[config.mk]
export PLATFORM = sky130hd
export DESIGN_NAME = capcmp_timer
export DESIGN_NICKNAME = d
export VERILOG_FILES = /design/src/rtl/ccTimerPkg.sv /design/src/rtl/ccTimerCtrl.sv /design/src/rtl/ccTimerDatapath.sv /design/src/rtl/capcmp_timer.sv
export SDC_FILE = /design/constraint.sdc
export NUM_CORES = 1
export LEC_CHECK = 0
export BUFFER_PORTS_ARGS = -buffer_cell sky130_fd_sc_hd__buf_4
export CAP_MARGIN = 20
export CORE_ASPECT_RATIO = 0.8
export CORE_MARGIN = 10
export CORE_UTILIZATION = 50
export DETAILED_ROUTE_END_ITERATION = 16
export PLACE_DENSITY_LB_ADDON = 0.12
export REMOVE_ABC_BUFFERS = 1
export SLEW_MARGIN = 20
export SYNTH_ARGS = -nofsm -noshare
export SYNTH_HDL_FRONTEND = slang
export SYNTH_HIERARCHICAL = 1
export SYNTH_SLANG_ARGS = --single-unit
[constraint.sdc]
create_clock -name clk -period 4.4 [get_ports clk]
set_input_delay 0.88 -clock clk [delete_from_list [all_inputs] [get_ports clk]]
set_output_delay 0.88 -clock clk [all_outputs]
set_load 0.01 [all_outputs]
[src/rtl/ccTimerPkg.sv]
package ccTimerPkg;
  localparam int NUM_CH = 2;

  localparam int ADR_CTRL   = 0;
  localparam int ADR_STATUS = 1;
  localparam int ADR_LIMIT  = 2;
  localparam int ADR_COUNT  = 3;
  localparam int ADR_CHBASE = 4;

  typedef enum logic [1:0] {
    ACT_NONE = 2'b00,
    ACT_SET  = 2'b01,
    ACT_CLR  = 2'b10,
    ACT_TGL  = 2'b11
  } cmpAct_e;

  typedef struct packed {
    logic       isCmp;
    logic [1:0] edgeSel;
    cmpAct_e    action;
    logic       ovfTgl;
    logic       ie;
  } chCfg_t;

  typedef struct packed {
    logic       stop;
    logic [2:0] psSel;
    logic       modEn;
    logic       ovfIe;
    logic       bufPwm;
  } tmrCfg_t;

  typedef struct packed {
    logic              cntClear;
    logic [NUM_CH-1:0] valWr;
  } strobe_t;
endpackage

[src/rtl/ccTimerCtrl.sv]
module ccTimerCtrl
  import ccTimerPkg::*;
#(
  parameter int DATA_W = 16,
  parameter int ADDR_W = 3
) (
  input  logic                   clk,
  input  logic                   rst,
  input  logic                   wrEn,
  input  logic                   rdEn,
  input  logic [ADDR_W-1:0]      addr,
  input  logic [DATA_W-1:0]      wrData,
  input  logic [DATA_W-1:0]      cnt,
  input  logic [NUM_CH-1:0][DATA_W-1:0] chVal,
  input  logic                   ovfEvt,
  input  logic [NUM_CH-1:0]      chEvt,
  output tmrCfg_t                tmrCfg,
  output chCfg_t [NUM_CH-1:0]    chCfg,
  output strobe_t                stb,
  output logic [DATA_W-1:0]      limitVal,
  output logic [DATA_W-1:0]      rdData,
  output logic                   irqOvf,
  output logic [NUM_CH-1:0]      irqCh
);
  localparam int CFG_BITS = 7;

  logic              ovfFlag;
  logic [NUM_CH-1:0] chFlag;
  logic [DATA_W-1:0] clrBits;
  logic [DATA_W-1:0] rdNext;

  always_comb begin
    clrBits = (wrEn && addr == ADDR_W'(ADR_STATUS)) ? wrData : '0;
    stb.cntClear = wrEn && addr == ADDR_W'(ADR_CTRL) && wrData[1];
    for (int i = 0; i < NUM_CH; i++)
      stb.valWr[i] = wrEn && addr == ADDR_W'(ADR_CHBASE + 2 * i + 1);
  end

  always_ff @(posedge clk) begin
    if (rst) begin
      tmrCfg   <= '{stop: 1'b1, default: '0};
      chCfg    <= '0;
      limitVal <= '0;
      ovfFlag  <= 1'b0;
      chFlag   <= '0;
    end else begin
      if (wrEn && addr == ADDR_W'(ADR_CTRL)) begin
        tmrCfg.stop   <= wrData[0];
        tmrCfg.psSel  <= wrData[4:2];
        tmrCfg.modEn  <= wrData[5];
        tmrCfg.ovfIe  <= wrData[6];
        tmrCfg.bufPwm <= wrData[7];
      end
      if (wrEn && addr == ADDR_W'(ADR_LIMIT)) limitVal <= wrData;
      for (int i = 0; i < NUM_CH; i++) begin
        if (wrEn && addr == ADDR_W'(ADR_CHBASE + 2 * i)) begin
          chCfg[i].isCmp   <= wrData[0];
          chCfg[i].edgeSel <= wrData[2:1];
          chCfg[i].action  <= cmpAct_e'(wrData[4:3]);
          chCfg[i].ovfTgl  <= wrData[5];
          chCfg[i].ie      <= wrData[6];
        end
        chFlag[i] <= chEvt[i] | (chFlag[i] & ~clrBits[i+1]);
      end
      ovfFlag <= ovfEvt | (ovfFlag & ~clrBits[0]);
    end
  end

  always_comb begin
    rdNext = '0;
    if (addr == ADDR_W'(ADR_CTRL))
      rdNext = DATA_W'({tmrCfg.bufPwm, tmrCfg.ovfIe, tmrCfg.modEn, tmrCfg.psSel, 1'b0, tmrCfg.stop});
    else if (addr == ADDR_W'(ADR_STATUS))
      rdNext = DATA_W'({chFlag, ovfFlag});
    else if (addr == ADDR_W'(ADR_LIMIT))
      rdNext = limitVal;
    else if (addr == ADDR_W'(ADR_COUNT))
      rdNext = cnt;
    for (int i = 0; i < NUM_CH; i++) begin
      if (addr == ADDR_W'(ADR_CHBASE + 2 * i))
        rdNext = {{(DATA_W - CFG_BITS){1'b0}}, chCfg[i].ie, chCfg[i].ovfTgl,
                  chCfg[i].action, chCfg[i].edgeSel, chCfg[i].isCmp};
      if (addr == ADDR_W'(ADR_CHBASE + 2 * i + 1))
        rdNext = chVal[i];
    end
  end

  always_ff @(posedge clk) begin
    if (rst) rdData <= '0;
    else if (rdEn) rdData <= rdNext;
  end

  always_comb begin
    irqOvf = ovfFlag & tmrCfg.ovfIe;
    for (int i = 0; i < NUM_CH; i++) irqCh[i] = chFlag[i] & chCfg[i].ie;
  end

  assert_irq_ovf_R10: assert property (@(posedge clk) disable iff (rst)
    (ovfEvt && tmrCfg.ovfIe && !(wrEn && addr == ADDR_W'(ADR_CTRL))) |=> irqOvf);

  assert_flag_sticky_R6: assert property (@(posedge clk) disable iff (rst)
    (chFlag[0] && !(wrEn && addr == ADDR_W'(ADR_STATUS) && wrData[1])) |=> chFlag[0]);
endmodule

[src/rtl/ccTimerDatapath.sv]
module ccTimerDatapath
  import ccTimerPkg::*;
#(
  parameter int CNT_W     = 16,
  parameter int MAX_SHIFT = 6
) (
  input  logic                 clk,
  input  logic                 rst,
  input  tmrCfg_t              tmrCfg,
  input  chCfg_t [NUM_CH-1:0]  chCfg,
  input  strobe_t              stb,
  input  logic [CNT_W-1:0]     wrData,
  input  logic [CNT_W-1:0]     limitVal,
  input  logic [NUM_CH-1:0]    chIn,
  output logic [CNT_W-1:0]     cnt,
  output logic [NUM_CH-1:0][CNT_W-1:0] chVal,
  output logic [NUM_CH-1:0]    chOut,
  output logic [NUM_CH-1:0]    chOe,
  output logic                 ovfEvt,
  output logic [NUM_CH-1:0]    chEvt
);
  localparam int PS_W = MAX_SHIFT;
  localparam int SEL_W = $clog2(NUM_CH);

  logic [PS_W-1:0]  psCnt;
  logic [PS_W-1:0]  psMask;
  logic [2:0]       selEff;
  logic             advance;
  logic [CNT_W-1:0] topVal;
  logic [SEL_W-1:0] activeSel, pendSel;
  logic             pend;

  always_comb begin
    selEff  = (tmrCfg.psSel > 3'(MAX_SHIFT)) ? 3'(MAX_SHIFT) : tmrCfg.psSel;
    psMask  = ~({PS_W{1'b1}} << selEff);
    advance = !tmrCfg.stop && !stb.cntClear && ((psCnt & psMask) == psMask);
    topVal  = tmrCfg.modEn ? limitVal : '1;
    ovfEvt  = advance && (cnt == topVal);
  end

  always_ff @(posedge clk) begin
    if (rst || stb.cntClear) begin
      psCnt <= '0;
      cnt   <= '0;
    end else if (!tmrCfg.stop) begin
      psCnt <= psCnt + PS_W'(1);
      if (advance) cnt <= ovfEvt ? '0 : cnt + CNT_W'(1);
    end
  end

  always_ff @(posedge clk) begin
    if (rst) begin
      activeSel <= '0;
      pendSel   <= '0;
      pend      <= 1'b0;
    end else begin
      if (ovfEvt && tmrCfg.bufPwm && pend) begin
        activeSel <= pendSel;
        pend      <= 1'b0;
      end
      for (int i = 0; i < NUM_CH; i++) begin
        if (stb.valWr[i]) begin
          pendSel <= SEL_W'(i);
          pend    <= 1'b1;
        end
      end
    end
  end

  for (genvar i = 0; i < NUM_CH; i++) begin : g_ch
    localparam bit PWM_CH = (i == 0);
    logic [CNT_W-1:0] valR;
    logic sync1, sync2, prevIn, pinR;
    logic pwmMode, capHit, match, pinNext;

    always_comb begin
      pwmMode = PWM_CH && tmrCfg.bufPwm;
      capHit  = !chCfg[i].isCmp && !pwmMode &&
                ((chCfg[i].edgeSel[0] && sync2 && !prevIn) ||
                 (chCfg[i].edgeSel[1] && !sync2 && prevIn));
      match   = advance && (cnt == (pwmMode ? chVal[activeSel] : valR));
      pinNext = pinR;
      if (pwmMode) begin
        if (ovfEvt) pinNext = 1'b1;
        else if (match) pinNext = 1'b0;
      end else if (chCfg[i].isCmp) begin
        if (match) begin
          case (chCfg[i].action)
            ACT_SET: pinNext = 1'b1;
            ACT_CLR: pinNext = 1'b0;
            ACT_TGL: pinNext = ~pinR;
            default: pinNext = pinR;
          endcase
        end
        if (chCfg[i].ovfTgl && ovfEvt) pinNext = ~pinNext;
      end
    end

    always_ff @(posedge clk) begin
      if (rst) begin
        {sync1, sync2, prevIn, pinR} <= '0;
        valR <= '0;
      end else begin
        sync1  <= chIn[i];
        sync2  <= sync1;
        prevIn <= sync2;
        pinR   <= pinNext;
        if (stb.valWr[i]) valR <= wrData;
        else if (capHit) valR <= cnt;
      end
    end

    assign chVal[i] = valR;
    assign chOut[i] = pinR;
    assign chOe[i]  = chCfg[i].isCmp || pwmMode;
    assign chEvt[i] = (chCfg[i].isCmp || pwmMode) ? match : capHit;
  end

  assert_stop_hold_R5: assert property (@(posedge clk) disable iff (rst)
    (tmrCfg.stop && !stb.cntClear) |=> $stable(cnt));

  assert_wrap_zero_R4: assert property (@(posedge clk) disable iff (rst)
    ovfEvt |=> (cnt == '0));

  assert_pwm_rise_R9: assert property (@(posedge clk) disable iff (rst)
    (tmrCfg.bufPwm && ovfEvt) |=> chOut[0]);
endmodule

[src/rtl/capcmp_timer.sv]
module capcmp_timer
  import ccTimerPkg::*;
#(
  parameter int CNT_W  = 16,
  parameter int ADDR_W = 3
) (
  input  logic              clk,
  input  logic              rst,
  input  logic              wrEn,
  input  logic              rdEn,
  input  logic [ADDR_W-1:0] addr,
  input  logic [CNT_W-1:0]  wrData,
  output logic [CNT_W-1:0]  rdData,
  input  logic [1:0]        chIn,
  output logic [1:0]        chOut,
  output logic [1:0]        chOe,
  output logic              irqOvf,
  output logic [1:0]        irqCh
);
  tmrCfg_t             tmrCfg;
  chCfg_t [NUM_CH-1:0] chCfg;
  strobe_t             stb;
  logic [CNT_W-1:0]    limitVal, cnt;
  logic [NUM_CH-1:0][CNT_W-1:0] chVal;
  logic                ovfEvt;
  logic [NUM_CH-1:0]   chEvt;

  ccTimerCtrl #(.DATA_W(CNT_W), .ADDR_W(ADDR_W)) i_ctrl (
    .clk(clk), .rst(rst), .wrEn(wrEn), .rdEn(rdEn), .addr(addr), .wrData(wrData),
    .cnt(cnt), .chVal(chVal), .ovfEvt(ovfEvt), .chEvt(chEvt),
    .tmrCfg(tmrCfg), .chCfg(chCfg), .stb(stb), .limitVal(limitVal),
    .rdData(rdData), .irqOvf(irqOvf), .irqCh(irqCh)
  );

  ccTimerDatapath #(.CNT_W(CNT_W)) i_dp (
    .clk(clk), .rst(rst), .tmrCfg(tmrCfg), .chCfg(chCfg), .stb(stb),
    .wrData(wrData), .limitVal(limitVal), .chIn(chIn),
    .cnt(cnt), .chVal(chVal), .chOut(chOut), .chOe(chOe),
    .ovfEvt(ovfEvt), .chEvt(chEvt)
  );
endmodule

==> qor.yml <==
dr.pass1.iters: 5
r2r-start: "i_ctrl/tmrCfg[0]"
cp_cell_sequence: "buf_4 -> nand2b_1 -> nor3_4 -> and2_1 -> a311o_1 -> a2111oi_4 -> buf_4 -> o2111a_1 -> and3_4 -> a41oi_2 -> mux2_4 -> o31ai_2"
viasPerCell: 6.24
fin_crit_ns: 3.26
drv_cap: 0
p_total_mw: 2.84
drive_gt1_share_pct: 14.7
die-area_um2: 18700
critPathMaxFanout: 29
cts_root_buf: "clkbuf_16"
slowest_delay_ns: 0.36
syn_to_final_growth_pct: 13.4
drcViolationCount: 0
placedCellCount: 980
setup_viol: 0
rsz0062_at_grt: "no"
synth_cell_types: 78
irDropWorstVdd_uv: 279
crit_top_cell: "buf_4"
synth.avg_cell_area_um2: 8.38
clk_pin_slew_ns: 0.06
r2r_end: "i_dp/g_ch[0].pinR"
fin_skew_ns: 0.00744
min-delay-start: "i_dp/g_ch[1].sync1"
cts_resized: 0
clk_path_buf_depth: 2
hpwl_mm: 14.8
final_hold_viol_count: 0
fin_tns_setup_ns: 0
timing.final.crit_share_pct: 74.1
tightest_slew_ns: 1.14
power_density_nw_per_um2: 367
synth_flop_cell: "dfxtp_1"
grt.overflow.total: 0
cts_tree: "built"
final_common_cell: "dfxtp_1"
reg2reg_setup_slack_ns: 1.33
maxSlewViolCount: 0
gp_congestion: 0.961
htreeDepth: 4
p_leak_nw: 2.69
post_cts_buffers: 0
startpoint_type: "input port"
antenna_found_initial: 0
hold_path_end: "i_dp/g_ch[1].sync2"
cpMaxStageDelayCell: "a311o_1"
status: "completed"
cp.arrival_ns: 3.60
std_cell_rows: 38
num-fill-cells: 1203
io_buffers: 47
cp.required_ns: 4.74
cts_made_buffers: 17
grt_pass1_wl_mm: 33.3
yosys_warnings: 6
netlist_area_um2: 6820
io_pins: 48
drt-wirelength-per-cell_um: 21.1
grt_max_degree: 63
start_util_pct: 50.7
die_width_um: 151
ant_nets: 0
core_area_um2: 13500
holdBufCountCts: 0
endpoint_kind: "flip-flop"
track_usage_pct: 22.7
routed_wirelength_mm: 21.4
netlist_instances: 814
critPathKind: "in2reg"
r2r_cells: 8
fin_nets: 846
ys_seq_area_share_pct: 35.5
synth-seq-cells: 121
min_path_type: "reg2reg"
n_antenna_cell: 0
synthArstFlopShare_pct: 0
clkLatencyLatePin_ns: 0.42
final_cell_mix: "dfxtp_1 (121), nor2_1 (103), nand2_1 (88)"
synth.largest_area_cell: "dfxtp_1"
grt_pass1_vias: 5845
max_freq_mhz: 307
drt_iter0_drc: 643
dieHeight_um: 124
yosysTopAreaCellShare_pct: 35.5
synth_edf_count: 0
worstHoldPathCells: 1
num_vias: 6319
cts_sinks: 121
synth_area_leaders: "dfxtp_1 (36%), mux2i_1 (7.9%), nor2_1 (5.7%), nand2_1 (4.8%), a211oi_1 (4.1%)"
final_cell_count_no_fill: 1012
timing.hold.ws_ns: 0.439
maxSlewHeadroom_pct: 23.4
layer usage:
metal  wire length (um)  GRT usage [%]  part of all wire, %
met1               9770           32.3                   46
met4                380           7.86                  1.8
met2               9110           31.5                   43
met5                  0              0                    0
met3               2140           6.72                   10
layout make-up:
class,count,area [um2],area share [%]
multi-input cells,599,3980,51.4
flip-flops and latches,121,2420,31.3
clock buffers,19,453,5.86
repair buffers,54,405,5.24
well taps,180,225,2.91
clock inverters,13,151,1.96
inverters,26,97.6,1.26
worst max-delay path by stage:
| stage | from | to | depth (start not counted) | slack (ns) |
|---|---|---|---|---|
| floorplan | addr[1] | i_dp/g_ch[1].valR[0] | 5 | 0.64 |
| detailed placement | addr[2] | i_dp/g_ch[0].pinR | 12 | 0.72 |
| finish | addr[2] | i_dp/g_ch[0].pinR | 12 | 1.14 |
| global placement | addr[2] | i_dp/cnt[15] | 12 | 0.83 |
| global route | addr[2] | i_dp/cnt[13] | 12 | 0.95 |
| CTS | addr[2] | i_dp/g_ch[0].pinR | 12 | 1.16 |
sequential cells by signal, indices dropped and copies added (netlist names), 6 cells and up:
| register | flops |
|---|---|
| i_ctrl/chCfg | 14 |
| i_ctrl/limitVal | 16 |
| i_ctrl/rdData | 16 |
| i_ctrl/tmrCfg | 7 |
| i_dp/cnt | 16 |
| i_dp/g_ch.valR | 32 |
| i_dp/psCnt | 6 |
cells by family (layout without fill, tap and decap cells):
kind of cell,after synthesis,count (layout),share of synthesized area (%)
buffers and inverters,94,112,6.29
adder cells (fa/ha/maj),2,2,0.367
AO/OA/AOI/OAI,200,200,22.1
flip-flops,121,121,35.5
XOR/XNOR,41,41,5.27
AND/OR/NAND/NOR,294,294,21.0
multiplexers,62,62,9.52
power breakdown:
group          switching, mW  internal (mW)  leakage, nW
clock                  0.513          0.913        0.294
combinational          0.152         0.0986         1.41
sequential            0.0352           1.13        0.982
total                  0.700           2.14         2.69
stage by stage:
step,worst slack [ns],util [%],area (um2)
detailed placement,0.717,53.0,7130
CTS,1.16,57.5,7730
finish,1.14,57.5,7730
floorplan,0.641,-,6490
global route,0.953,57.5,7730
global placement,0.827,53.0,7130
critical path: cells and delay by family:
kind / cells / cell delay (ns)
compound gates: 5 / 1.13
buf+inv: 2 / 0.50
mux: 1 / 0.33
simple gates: 4 / 0.74
cell usage after synthesis (4+ instances only):
cell type and count:
a211oi_1 37, a211oi_2 9, a21oi_1 45, a221o_1 8
a22oi_1 19, a31oi_1 4, a32oi_1 4, and2_1 9
buf_1 8, buf_2 16, buf_4 9, clkbuf_1 32
dfxtp_1 121, inv_1 25, mux2_2 5, mux2i_1 54
nand2_1 88, nand2b_1 8, nand3_1 23, nand4_1 5
nor2_1 104, nor2b_1 14, nor3_1 8, o2111a_1 4
o21ai_0 15, o221ai_1 7, o22a_1 8, o22ai_1 7
o31ai_1 7, xnor2_1 22, xor2_1 19
Note: power is estimated with default switching activity, not from simulation.
